[src/rtl/ts_pkg.sv]
package ts_pkg;
    typedef enum logic [0:0] {
        CAP_IDLE = 1'b0,
        CAP_HOLD = 1'b1
    } cap_state_e;

    localparam int unsigned TS_CNT_W_DEF  = 32;
    localparam int unsigned TS_DEPTH_DEF  = 8;
    localparam int unsigned TS_SYNC_DEF   = 2;
endpackage

[src/rtl/ts_sync.sv]
module ts_sync #(
    parameter int unsigned STAGES = 2
) (
    input  logic clk,
    input  logic rst_n,
    input  logic din,
    output logic dout
);
    logic [STAGES-1:0] chain_q;

    generate
        if (STAGES == 1) begin : g_one
            always_ff @(posedge clk) begin
                if (!rst_n) chain_q <= '0;
                else        chain_q <= din;
            end
        end else begin : g_many
            always_ff @(posedge clk) begin
                if (!rst_n) chain_q <= '0;
                else        chain_q <= {chain_q[STAGES-2:0], din};
            end
        end
    endgenerate

    assign dout = chain_q[STAGES-1];
endmodule

[src/rtl/ts_edge_fsm.sv]
module ts_edge_fsm
    import ts_pkg::*;
(
    input  logic clk,
    input  logic rst_n,
    input  logic level,
    output logic cap
);
    cap_state_e state_q, state_d;

    always_ff @(posedge clk) begin
        if (!rst_n) state_q <= CAP_IDLE;
        else        state_q <= state_d;
    end

    always_comb begin
        state_d = state_q;
        unique case (state_q)
            CAP_IDLE: if (level)  state_d = CAP_HOLD;
            CAP_HOLD: if (!level) state_d = CAP_IDLE;
            default:              state_d = CAP_IDLE;
        endcase
    end

    always_comb begin
        cap = 1'b0;
        unique case (state_q)
            CAP_IDLE: cap = level;
            CAP_HOLD: cap = 1'b0;
            default:  cap = 1'b0;
        endcase
    end
endmodule

[src/rtl/ts_fifo.sv]
module ts_fifo #(
    parameter int unsigned W     = 32,
    parameter int unsigned DEPTH = 8
) (
    input  logic           clk,
    input  logic           rst_n,
    input  logic           push,
    input  logic [W-1:0]   din,
    output logic           drop,
    output logic [W-1:0]   dout,
    output logic           out_valid,
    input  logic           out_ready,
    output logic [$clog2(DEPTH+1)-1:0] level
);
    localparam int unsigned AW = (DEPTH > 1) ? $clog2(DEPTH) : 1;
    localparam int unsigned LW = $clog2(DEPTH + 1);
    localparam logic [LW-1:0] FULL_LVL = LW'(DEPTH);
    localparam logic [AW-1:0] LAST_PTR = AW'(DEPTH - 1);

    logic [W-1:0]  mem [DEPTH];
    logic [AW-1:0] wr_q, rd_q;
    logic [LW-1:0] lvl_q;
    logic          full, acc, pop;

    assign full      = (lvl_q == FULL_LVL);
    assign out_valid = (lvl_q != '0);
    assign acc       = push && !full;
    assign drop      = push && full;
    assign pop       = out_valid && out_ready;
    assign dout      = mem[rd_q];
    assign level     = lvl_q;

    always_ff @(posedge clk) begin
        if (acc) mem[wr_q] <= din;
    end

    always_ff @(posedge clk) begin
        if (!rst_n) begin
            wr_q  <= '0;
            rd_q  <= '0;
            lvl_q <= '0;
        end else begin
            if (acc) wr_q <= (wr_q == LAST_PTR) ? '0 : wr_q + 1'b1;
            if (pop) rd_q <= (rd_q == LAST_PTR) ? '0 : rd_q + 1'b1;
            unique case ({acc, pop})
                2'b10:   lvl_q <= lvl_q + 1'b1;
                2'b01:   lvl_q <= lvl_q - 1'b1;
                default: lvl_q <= lvl_q;
            endcase
        end
    end
endmodule

[src/rtl/ts_capture.sv]
module ts_capture
    import ts_pkg::*;
#(
    parameter int unsigned CNT_W  = TS_CNT_W_DEF,
    parameter int unsigned DEPTH  = TS_DEPTH_DEF,
    parameter int unsigned STAGES = TS_SYNC_DEF
) (
    input  logic             clk,
    input  logic             rst_n,
    input  logic             pulse_in,
    input  logic             tick,
    input  logic             err_clr,
    output logic [CNT_W-1:0] ts_data,
    output logic             ts_valid,
    input  logic             ts_ready,
    output logic             dup_err,
    output logic             ovf_err
);
    localparam int unsigned LW = $clog2(DEPTH + 1);

    logic             sync_lvl;
    logic             cap;
    logic             drop;
    logic [LW-1:0]    fifo_level;
    logic [CNT_W-1:0] cnt_q;
    logic             tick_seen_q;
    logic             have_prev_q;
    logic             dup_set;
    logic             dup_q, ovf_q;

    ts_sync #(.STAGES(STAGES)) u_sync (
        .clk  (clk),
        .rst_n(rst_n),
        .din  (pulse_in),
        .dout (sync_lvl)
    );

    ts_edge_fsm u_edge (
        .clk  (clk),
        .rst_n(rst_n),
        .level(sync_lvl),
        .cap  (cap)
    );

    ts_fifo #(.W(CNT_W), .DEPTH(DEPTH)) u_fifo (
        .clk      (clk),
        .rst_n    (rst_n),
        .push     (cap),
        .din      (cnt_q),
        .drop     (drop),
        .dout     (ts_data),
        .out_valid(ts_valid),
        .out_ready(ts_ready),
        .level    (fifo_level)
    );

    // free-running timebase counter, wraps silently
    always_ff @(posedge clk) begin
        if (!rst_n)    cnt_q <= '0;
        else if (tick) cnt_q <= cnt_q + 1'b1;
    end

    // duplicate detection: a capture needs a tick since the previous one
    assign dup_set = cap && have_prev_q && !tick_seen_q;

    always_ff @(posedge clk) begin
        if (!rst_n) begin
            tick_seen_q <= 1'b0;
            have_prev_q <= 1'b0;
        end else if (cap) begin
            tick_seen_q <= tick;
            have_prev_q <= 1'b1;
        end else if (tick) begin
            tick_seen_q <= 1'b1;
        end
    end

    // sticky flags, clear has priority
    always_ff @(posedge clk) begin
        if (!rst_n || err_clr) begin
            dup_q <= 1'b0;
            ovf_q <= 1'b0;
        end else begin
            dup_q <= dup_q | dup_set;
            ovf_q <= ovf_q | drop;
        end
    end

    assign dup_err = dup_q;
    assign ovf_err = ovf_q;
endmodule

[config.mk]
export PLATFORM = sky130hd
export DESIGN_NAME = ts_capture
export DESIGN_NICKNAME = d
export VERILOG_FILES = /design/src/rtl/ts_pkg.sv /design/src/rtl/ts_sync.sv /design/src/rtl/ts_edge_fsm.sv /design/src/rtl/ts_fifo.sv /design/src/rtl/ts_capture.sv
export SDC_FILE = /design/constraint.sdc
export NUM_CORES = 1
export LEC_CHECK = 0
export BUFFER_PORTS_ARGS = -buffer_cell sky130_fd_sc_hd__buf_2
export CORE_MARGIN = 1.5
export CORE_UTILIZATION = 64
export CTS_BUF_LIST = sky130_fd_sc_hd__clkbuf_2
export CTS_CLUSTER_SIZE = 10
export DETAILED_ROUTE_END_ITERATION = 6
export GPL_ROUTABILITY_DRIVEN = 0
export PLACE_DENSITY = 0.82
export SKIP_CTS_REPAIR_TIMING = 1
export SLEW_MARGIN = 20
export SYNTH_ARGS = -nofsm -noshare
export SYNTH_HDL_FRONTEND = slang
export SYNTH_SLANG_ARGS = --single-unit
[constraint.sdc]
create_clock -name clk -period 6.2 [get_ports clk]
set_clock_uncertainty 0.1 [all_clocks]
set_input_delay 1.24 -clock clk [delete_from_list [all_inputs] [get_ports clk]]
set_output_delay 1.24 -clock clk [all_outputs]
set_load 0.01 [all_outputs]
==> flow_metrics.env, run 1 <==
export IMPL_synth_area_per_cell_sq_um=18.44
export IMPL_top_cell_type_by_total_area_after_synthesis="edfxtp_1"
export IMPL_switching_power_mw=1.058
export IMPL_wire_length_after_detailed_routing_mm=22.60
export IMPL_drv_slew=0
export IMPL_grt_max_degree=49
export IMPL_detail_route_first_pass_iterations=5
export IMPL_critical_path_depth=4
export IMPL_max_freq_mhz=216.6
export IMPL_p_int_mw=3.029
export IMPL_detail_route_wl_per_cell_um=21.69
export IMPL_share_comb_of_total_power=0.125
export IMPL_cts_clk_slew_worst_paths_ns=0.12
export IMPL_peakVddDrop_v=0.0002857
export IMPL_powerDensity_nw_per_um2=309.8
export IMPL_grt_setup_unrepaired="no"
export IMPL_clkLatencyLatePin_ns=0.81
export IMPL_total_i_o_pin_count=41
export IMPL_worstSetupEndpointType="output pin"
export IMPL_critical_path_buf_inv_count=2
export IMPL_clockRootBuffer="clkbuf_2"
export IMPL_clock_sink_count=308
export IMPL_floorplan_die_area_sq_um=19680
export IMPL_antenna_found_initial=1
export IMPL_crit_chain="buf_4 > mux4_2 > mux2_2 > buf_2"
export IMPL_report_final_hold_viol_count=0
export IMPL_synth_area_sq_um=12060
export IMPL_synth_sequential_area_ratio=0.7237
export IMPL_core_sq_um=18580
export IMPL_port_buffer_count=40
export IMPL_drt_drc_violations_left=0
export IMPL_cp_start_kind="flop"
export IMPL_postSynth_asyncResetShare=0
export IMPL_yosysMostFrequentCell="edfxtp_1"
export IMPL_vias_in_the_first_global_route=6797
export IMPL_worstHoldPathType="flop to flop"
export IMPL_largest_buffer_count_on_any_clock_path=3
export IMPL_area_delta_synth_final_pct=9.388
export IMPL_postSynthNetCount=668
export IMPL_place_inst=910
export IMPL_power_switching_share=0.2589
export IMPL_total_leakage_power_nw=3.924
export IMPL_critPathArrivalTime_ns=3.28
export IMPL_die_width_um=140.3
export IMPL_final_antenna_net_count=0
export IMPL_ys_flop_type="edfxtp_1"
export IMPL_yosys_cell_types_count=48
export IMPL_fin_setup_tns_ns=0
export IMPL_grt_first_pass_wirelength_mm=35.28
export IMPL_timing_max_slew_rel_slack=0.2861
export IMPL_crit_path_top_delay_cell="dfxtp_4"
export IMPL_netlist_top_cells_count="edfxtp_1 (256), mux4_2 (64), dfxtp_1 (52), mux2_2 (32), a21oi_1 (28)"
export IMPL_cpPeakStageDelay_ns=1.02
export IMPL_fin_crit_sh=0.7446
export IMPL_rows=50
export IMPL_dieHeight_um=140.3
export IMPL_area_fraction_of_the_dominant_cell_type_after_synthesis=0.6373
export IMPL_finalSetupViolations=0
export IMPL_final_layout_size_suffix_gt1_frac=0.3519
export IMPL_rr_worst_depth=5
export IMPL_criticalPathCategory="flop to output pin"
export IMPL_stdcell_count=1042
export IMPL_status="finished, final reports clean"
export IMPL_cts_buffers_inserted=73
export IMPL_htreeDepth=3
export IMPL_drt_iter0_drc=568
export IMPL_via_per_instance_ratio=6.191
export IMPL_maxCapViolations=0
export IMPL_worst_hold_path_num_cells=1
export IMPL_floorplan_initialDensity=0.6492
export IMPL_grt_overflow=0
export IMPL_vias=6451
export IMPL_tightest_pin_transition_ns=1.071
export IMPL_post_synth_main_area_contributors="edfxtp_1 (64%), mux4_2 (12%), dfxtp_1 (8.6%)"
export IMPL_clock_power_share=0.298
export IMPL_yosys_warnings=0
export IMPL_worst_ep_required_time_ns=4.86
export IMPL_place_detailed_hpwl_mm=12.82
export IMPL_critPathTopFamily="flip-flops"
export IMPL_sequentialPowerShare=0.578
export IMPL_synth_edff_count=256
export IMPL_global_routing_usage_summed_across_all_routing_layers=0.2401
export IMPL_cts_tree="yes"
export IMPL_timing_critical_path_fanout_max=48
export IMPL_number_of_register_bits_inferred_by_synthesis=308
export IMPL_synthCells=654
export IMPL_period_needed_ns=4.616
export IMPL_final_net_count=765
state kept, by name (all words and copies together), names as in the netlist, named ones only:
name / cells
u_edge.state_q: 1
have_prev_q: 1
u_fifo.wr_q: 3
ovf_err: 1
u_fifo.mem: 256
u_fifo.level: 4
u_fifo.rd_q: 3
tick_seen_q: 1
u_sync.chain_q: 2
cnt_q: 32
dup_err: 1
metal layers:
layer / routed length, um / part of all wire / vias up / track usage
li1: - / - / 2891 / -
met1: 9099 / 0.40 / 3244 / 0.3085
met2: 11490 / 0.51 / 259 / 0.3971
met3: 1444 / 0.064 / 57 / 0.05299
met4: 566 / 0.025 / 0 / 0.1114
met5: 0 / 0 / - / 0
cells by family (layout without fill, tap and decap cells):
logic type / Yosys count / in the layout / synth area share
adder cells (fa/ha/maj): 8 / 8 / 0.008299
buffers and inverters: 40 / 193 / 0.01639
flip-flops: 308 / 308 / 0.7237
other: 0 / 1 / 0
AO/OA/AOI/OAI: 50 / 50 / 0.02438
AND/OR/NAND/NOR: 132 / 132 / 0.06286
multiplexers: 101 / 101 / 0.1535
XOR/XNOR: 15 / 15 / 0.01089
final timing paths:
path,start,endpoint,slack [ns]
setup / recovery,flop,ts_data[20],1.58
setup reg to reg,u_fifo.level[0]$_SDFFE_PN0P_,u_fifo.mem[4][15]$_DFFE_PP_,3.29
hold reg to reg,u_sync.chain_q[0]$_SDFF_PN0_,u_sync.chain_q[1]$_SDFF_PN0_,0.35
hold / removal,u_sync.chain_q[0]$_SDFF_PN0_,u_sync.chain_q[1]$_SDFF_PN0_,0.35
area by class of cell:
cell class                 count  area (sq um)
sequential                   308          8733
fill                        1142          5386
multi-input combinational    306          3197
clock buffer                 113         565.5
timing repair buffer          54         305.3
tap                          234         292.8
clock inverter                18         67.56
inverter                       8         30.03
antenna                        1         2.502
metrics by stage:
| step | hold slack [ns] | utilization | total power [mW] | cell area, sq um | setup slack (ns) |
|---|---|---|---|---|---|
| after floorplan | 0.3119 | - | 2.783 | 12060 | 1.531 |
| after global placement | 0.3209 | 0.6759 | 2.905 | 12560 | 2.383 |
| after detailed placement | 0.3299 | 0.6759 | 2.927 | 12560 | 2.329 |
| after CTS | 0.3529 | 0.7100 | 4.135 | 13190 | 1.424 |
| after global routing | 0.3823 | 0.7101 | 4.280 | 13190 | 1.287 |
| final | 0.3495 | 0.7101 | 4.087 | 13190 | 1.584 |
cells in the final DEF (no fill, tap or decap), types with 7 or more instances in the layout:
cell        n
inv_1       7
clkbuf_2  113
nand2_1    25
clkinv_1   17
buf_2      40
mux4_2     64
buf_4      14
edfxtp_1  256
or4_1      12
xor2_1      7
nor4_1      7
nand3_1    12
or3_1       7
mux2_2     32
a21oi_1    28
nand2b_1    9
xnor2_1     8
o31ai_1    10
ha_1        8
dfxtp_1    50
nor2_1     20
power by group through the flow:
stage	logic, mW	registers, mW	clock network, mW
6_report	0.510	2.36	1.22
5_1_grt	0.552	2.38	1.35
4_1_cts	0.514	2.37	1.25
3_5_place_dp	0.512	2.42	0
3_3_place_gp	0.495	2.41	0
2_1_floorplan	0.474	2.31	0
No activity file was read; power rests on OpenSTA's default activity.
==> run 2, diff against run 1 <==
- CORE_UTILIZATION: 64 -> 58
- PLACE_DENSITY: 0.82 -> 0.78
- clock period: 6.2 -> 3.8 ns (I/O delays scaled with it)
==> flow_metrics.env, run 2 (same netlist as run 1, synthesis figures left out) <==
export IMPL_dpl_instance_area_sq_um=12680
export IMPL_vias=6436
export IMPL_cts_clk_slew_worst_paths_ns=0.10
export IMPL_peakVddDrop_v=0.0003284
export IMPL_post_route_total_power_mw=6.855
export IMPL_dieHeight_um=147.2
export IMPL_place_detailed_hpwl_mm=12.94
export IMPL_fin_crit_sh=0.9283
export IMPL_period_needed_ns=3.527
export IMPL_powerDensity_nw_per_um2=512.1
export IMPL_timing_critical_path_fanout_max=42
export IMPL_clock_sink_count=308
export IMPL_finish_instance_area_sq_um=13390
export IMPL_worstSetupEndpointType="output pin"
export IMPL_final_layout_worst_hold_slack_ns=0.07081
export IMPL_clkLatencyLatePin_ns=0.79
export IMPL_fillerInstances=1391
export IMPL_cts_buffers_inserted=72
export IMPL_setup_slack_ns=0.2726
export IMPL_max_flop_register="u_fifo.mem"
export IMPL_place_inst=950
export IMPL_fin_setup_tns_ns=0
export IMPL_power_switching_share=0.2562
export IMPL_tightest_pin_transition_ns=0.7177
export IMPL_die_width_um=147.2
export IMPL_core_sq_um=20300
export IMPL_drt_drc_violations_left=0
export IMPL_critPathArrivalTime_ns=2.67
export IMPL_largest_register_ffs=256
export IMPL_largest_buffer_count_on_any_clock_path=3
export IMPL_cp_start_kind="flop"
export IMPL_wire_length_after_detailed_routing_mm=22.85
export IMPL_drv_slew=0
export IMPL_clock_power_share=0.308
export IMPL_via_per_instance_ratio=5.943
export IMPL_final_net_count=769
export IMPL_port_buffer_count=40
export IMPL_area_delta_synth_final_pct=10.99
export IMPL_htreeDepth=3
export IMPL_final_common_cell="edfxtp_1"
export IMPL_global_routing_usage_summed_across_all_routing_layers=0.2196
export IMPL_most_frequent_cells_in_the_layout="edfxtp_1 (256), clkbuf_2 (108), mux4_2 (64)"
export IMPL_total_i_o_pin_count=41
export IMPL_antenna_found_initial=0
export IMPL_final_layout_size_suffix_gt1_frac=0.3555
export IMPL_status="finished, final reports clean"
export IMPL_floorplan_die_area_sq_um=21670
export IMPL_criticalPathCategory="flop to output pin"
export IMPL_p_int_mw=5.099
export IMPL_timing_max_slew_rel_slack=0.5204
export IMPL_stdcell_count=1083
export IMPL_max_freq_mhz=283.5
export IMPL_cts_tree="yes"
export IMPL_multi_input_logic_area_sq_um=3193
export IMPL_vias_in_the_first_global_route=6678
export IMPL_worst_ep_required_time_ns=2.94
export IMPL_grt_setup_unrepaired="no"
export IMPL_diodes=0
export IMPL_seqCellArea_sq_um=8733
export IMPL_detail_route_wl_per_cell_um=21.10
export IMPL_finalSetupViolations=0
export IMPL_grt_max_degree=43
export IMPL_sequentialPowerShare=0.549
export IMPL_total_leakage_power_nw=3.986
export IMPL_finish_utilization=0.6595
export IMPL_drt_iter0_drc=515
export IMPL_maxCapViolations=0
export IMPL_final_antenna_net_count=0
export IMPL_worstHoldPathType="input port to flop"
export IMPL_clockRootBuffer="clkbuf_2"
export IMPL_floorplan_initialDensity=0.5942
export IMPL_rows=52
export IMPL_detail_route_first_pass_iterations=4
export IMPL_grt_first_pass_wirelength_mm=35.67
export IMPL_share_comb_of_total_power=0.143
export IMPL_grt_overflow=0
export IMPL_dp_slack_ns=0.8940
export IMPL_switching_power_mw=1.756
export IMPL_report_final_hold_viol_count=0
-- run 2: worst paths after layout --
kind / endpoint / slack [ns] / cells past startpoint / start
max reg2reg: u_fifo.level[2]$_SDFFE_PN0P_ / 1.08 / 10 / u_fifo.level[1]$_SDFFE_PN0P_
min reg2reg: u_sync.chain_q[1]$_SDFF_PN0_ / 0.36 / 1 / u_sync.chain_q[0]$_SDFF_PN0_
max: ts_data[0] / 0.27 / 4 / flop
min: u_sync.chain_q[0]$_SDFF_PN0_ / 0.07 / 2 / pulse_in
-- run 2: power groups by stage --
| stage | Clock (mW) | Combinational, mW | Sequential (mW) |
|---|---|---|---|
| after floorplan | 0 | 0.773 | 3.77 |
| after global placement | 0 | 0.905 | 3.87 |
| after detailed placement | 0 | 0.932 | 3.88 |
| after CTS | 2.17 | 0.938 | 3.80 |
| after global routing | 2.36 | 1.06 | 3.78 |
| final | 2.11 | 0.979 | 3.77 |
-- run 2: critical path: stages (launching register included) --
cell and delay [ns]:
dfxtp_2 0.75, buf_12 0.34, mux4_2 0.34, mux2_2 0.31, buf_2 0.15
-- run 2: area by class of cell --
| cell class | count | area share |
|---|---|---|
| clock buffer | 108 | 0.04038 |
| clock inverter | 24 | 0.01094 |
| inverter | 8 | 0.002243 |
| multi-input combinational | 306 | 0.2385 |
| sequential | 308 | 0.6524 |
| tap | 270 | 0.02524 |
| timing repair buffer | 59 | 0.03028 |
-- run 2: routing by layer --
layer,vias to the layer above,share of wire,GRT usage
met3,32,0.060,0.04845
met1,3285,0.40,0.2836
li1,2901,-,-
met5,-,0,0
met2,218,0.52,0.3622
met4,0,0.020,0.09600
==> run 3, diff against run 2 <==
- CORE_UTILIZATION: 58 -> 26
- PLACE_DENSITY: 0.78 -> default
==> flow_metrics.env, run 3 (same netlist as run 1, synthesis figures left out) <==
export IMPL_worst_ep_required_time_ns=2.94
export IMPL_cts_tree="yes"
export IMPL_detail_route_first_pass_iterations=4
export IMPL_total_leakage_power_nw=4.013
export IMPL_maxCapViolations=0
export IMPL_place_inst=1278
export IMPL_status="finished, final reports clean"
export IMPL_final_layout_worst_hold_slack_ns=0.09402
export IMPL_cts_buffers_inserted=78
export IMPL_powerDensity_nw_per_um2=508.1
export IMPL_critical_path_buf_inv_count=2
export IMPL_timing_critical_path_fanout_max=64
export IMPL_wire_length_after_detailed_routing_mm=24.19
export IMPL_die_width_um=218.4
export IMPL_stdcell_count=1425
export IMPL_clock_sink_count=308
export IMPL_critPathArrivalTime_ns=2.72
export IMPL_via_per_instance_ratio=4.428
export IMPL_core_sq_um=45580
export IMPL_cp_start_kind="flop"
export IMPL_final_net_count=772
export IMPL_dp_slack_ns=1.032
export IMPL_most_frequent_cells_in_the_layout="edfxtp_1 (256), clkbuf_2 (117), mux4_2 (64)"
export IMPL_route_layer_met1_wl_mm=11.21
export IMPL_wl_met2_mm=11.59
export IMPL_crit_chain="buf_12 > mux4_2 > mux2_2 > buf_2"
export IMPL_routed_wl_met3_um=914
export IMPL_floorplan_initialDensity=0.2646
export IMPL_dieHeight_um=218.4
export IMPL_grt_overflow=0
export IMPL_vias=6310
export IMPL_report_final_hold_viol_count=0
export IMPL_rows=78
export IMPL_grt_setup_unrepaired="no"
export IMPL_grt_max_degree=65
export IMPL_max_freq_mhz=279.6
export IMPL_finish_utilization=0.3036
export IMPL_grt_first_pass_wirelength_mm=37.53
export IMPL_period_needed_ns=3.577
export IMPL_critPathTopFamily="multiplexers"
export IMPL_highest_layer="met4"
export IMPL_total_i_o_pin_count=41
export IMPL_crit_path_top_delay_cell="mux4_2"
export IMPL_worstHoldPathType="input port to flop"
export IMPL_max_flop_register="u_fifo.mem"
export IMPL_setup_slack_ns=0.2234
export IMPL_detail_route_wl_per_cell_um=16.97
export IMPL_fin_crit_sh=0.9412
export IMPL_largest_register_ffs=256
export IMPL_vias_in_the_first_global_route=6682
export IMPL_peakVddDrop_v=0.0002646
export IMPL_floorplan_die_area_sq_um=47690
export IMPL_criticalPathCategory="flop to output pin"
export IMPL_final_layout_size_suffix_gt1_frac=0.3641
export IMPL_place_detailed_hpwl_mm=13.25
export IMPL_clockRootBuffer="clkbuf_2"
export IMPL_clkLatencyLatePin_ns=0.83
export IMPL_area_delta_synth_final_pct=14.73
export IMPL_final_antenna_net_count=0
export IMPL_finalSetupViolations=0
export IMPL_cpPeakStageDelay_ns=0.58
export IMPL_fillerInstances=4477
export IMPL_htreeDepth=3
export IMPL_drt_drc_violations_left=0
export IMPL_timing_reg2reg_setup_slack_ns=1.11
export IMPL_global_routing_usage_summed_across_all_routing_layers=0.1028
export IMPL_drv_slew=0
export IMPL_fin_setup_tns_ns=0
export IMPL_largest_buffer_count_on_any_clock_path=3
export IMPL_antenna_found_initial=1
export IMPL_timing_max_slew_rel_slack=0.5915
export IMPL_final_common_cell="edfxtp_1"
export IMPL_tightest_pin_transition_ns=0.6127
export IMPL_drt_iter0_drc=382
export IMPL_port_buffer_count=40
export IMPL_worstSetupEndpointType="output pin"
export IMPL_cts_clk_slew_worst_paths_ns=0.10
run 3: cell types whose count changed in the layout (fill, tap and decap cells not counted), sizes merged:
cell	before	now
diode	0	1
inv	9	10
clkbuf	108	117
clkinvlp	0	2
clkinv	21	23
buf	59	56
run 3: metrics by stage:
| stage | total power, mW | instance area (sq um) |
|---|---|---|
| 2_1_floorplan | 4.541 | 12070 |
| 3_3_place_gp | 4.829 | 13070 |
| 3_5_place_dp | 4.842 | 13070 |
| 4_1_cts | 7.177 | 13840 |
| 5_1_grt | 7.403 | 13840 |
| 6_report | 7.031 | 13840 |
run 3: area by class of cell:
cell class | count | area (sq um) | area share
Sequential cell | 308 | 8735 | 0.6312
Multi-Input combinational cell | 306 | 3193 | 0.2307
Clock buffer | 117 | 585.6 | 0.04231
Antenna cell | 1 | 2.502 | 0.0001808
Timing Repair Buffer | 56 | 357.8 | 0.02586
Tap cell | 600 | 750.7 | 0.05425
Inverter | 8 | 30.03 | 0.002170
Clock inverter | 29 | 183.9 | 0.01329
run 3: worst register-to-register path, stage by stage, from the launching register on:
cell and delay (ns):
dfxtp_1 0.38, or4_1 0.60, nand2_1 0.18, inv_1 0.09, ha_1 0.25, xor2_1 0.16, ha_1 0.18, a21oi_1 0.14
xor2_1 0.09, or3_1 0.30, a21oi_1 0.13
run 3: metal layers:
layer | GRT usage | vias to the layer above
li1 | - | 2919
met1 | 0.1353 | 3228
met2 | 0.1634 | 119
met3 | 0.02241 | 44
met4 | 0.04322 | 0
met5 | 0 | -
run 3: final timing paths:
path	from	depth (start not counted)	endpoint
min reg2reg	u_sync.chain_q[0]$_SDFF_PN0_	1	u_sync.chain_q[1]$_SDFF_PN0_
max reg2reg	u_fifo.level[0]$_SDFFE_PN0P_	10	u_fifo.level[2]$_SDFFE_PN0P_
min	pulse_in	2	u_sync.chain_q[0]$_SDFF_PN0_
max	flop	4	ts_data[13]
run 3: where the power goes:
part	leakage [nW]	total (mW)	switching (mW)	internal, mW
Combinational	1.01	1.01	0.505	0.508
Sequential	2.44	3.71	0.0470	3.67
Clock	0.569	2.30	1.33	0.973
Total	4.01	7.03	1.88	5.15
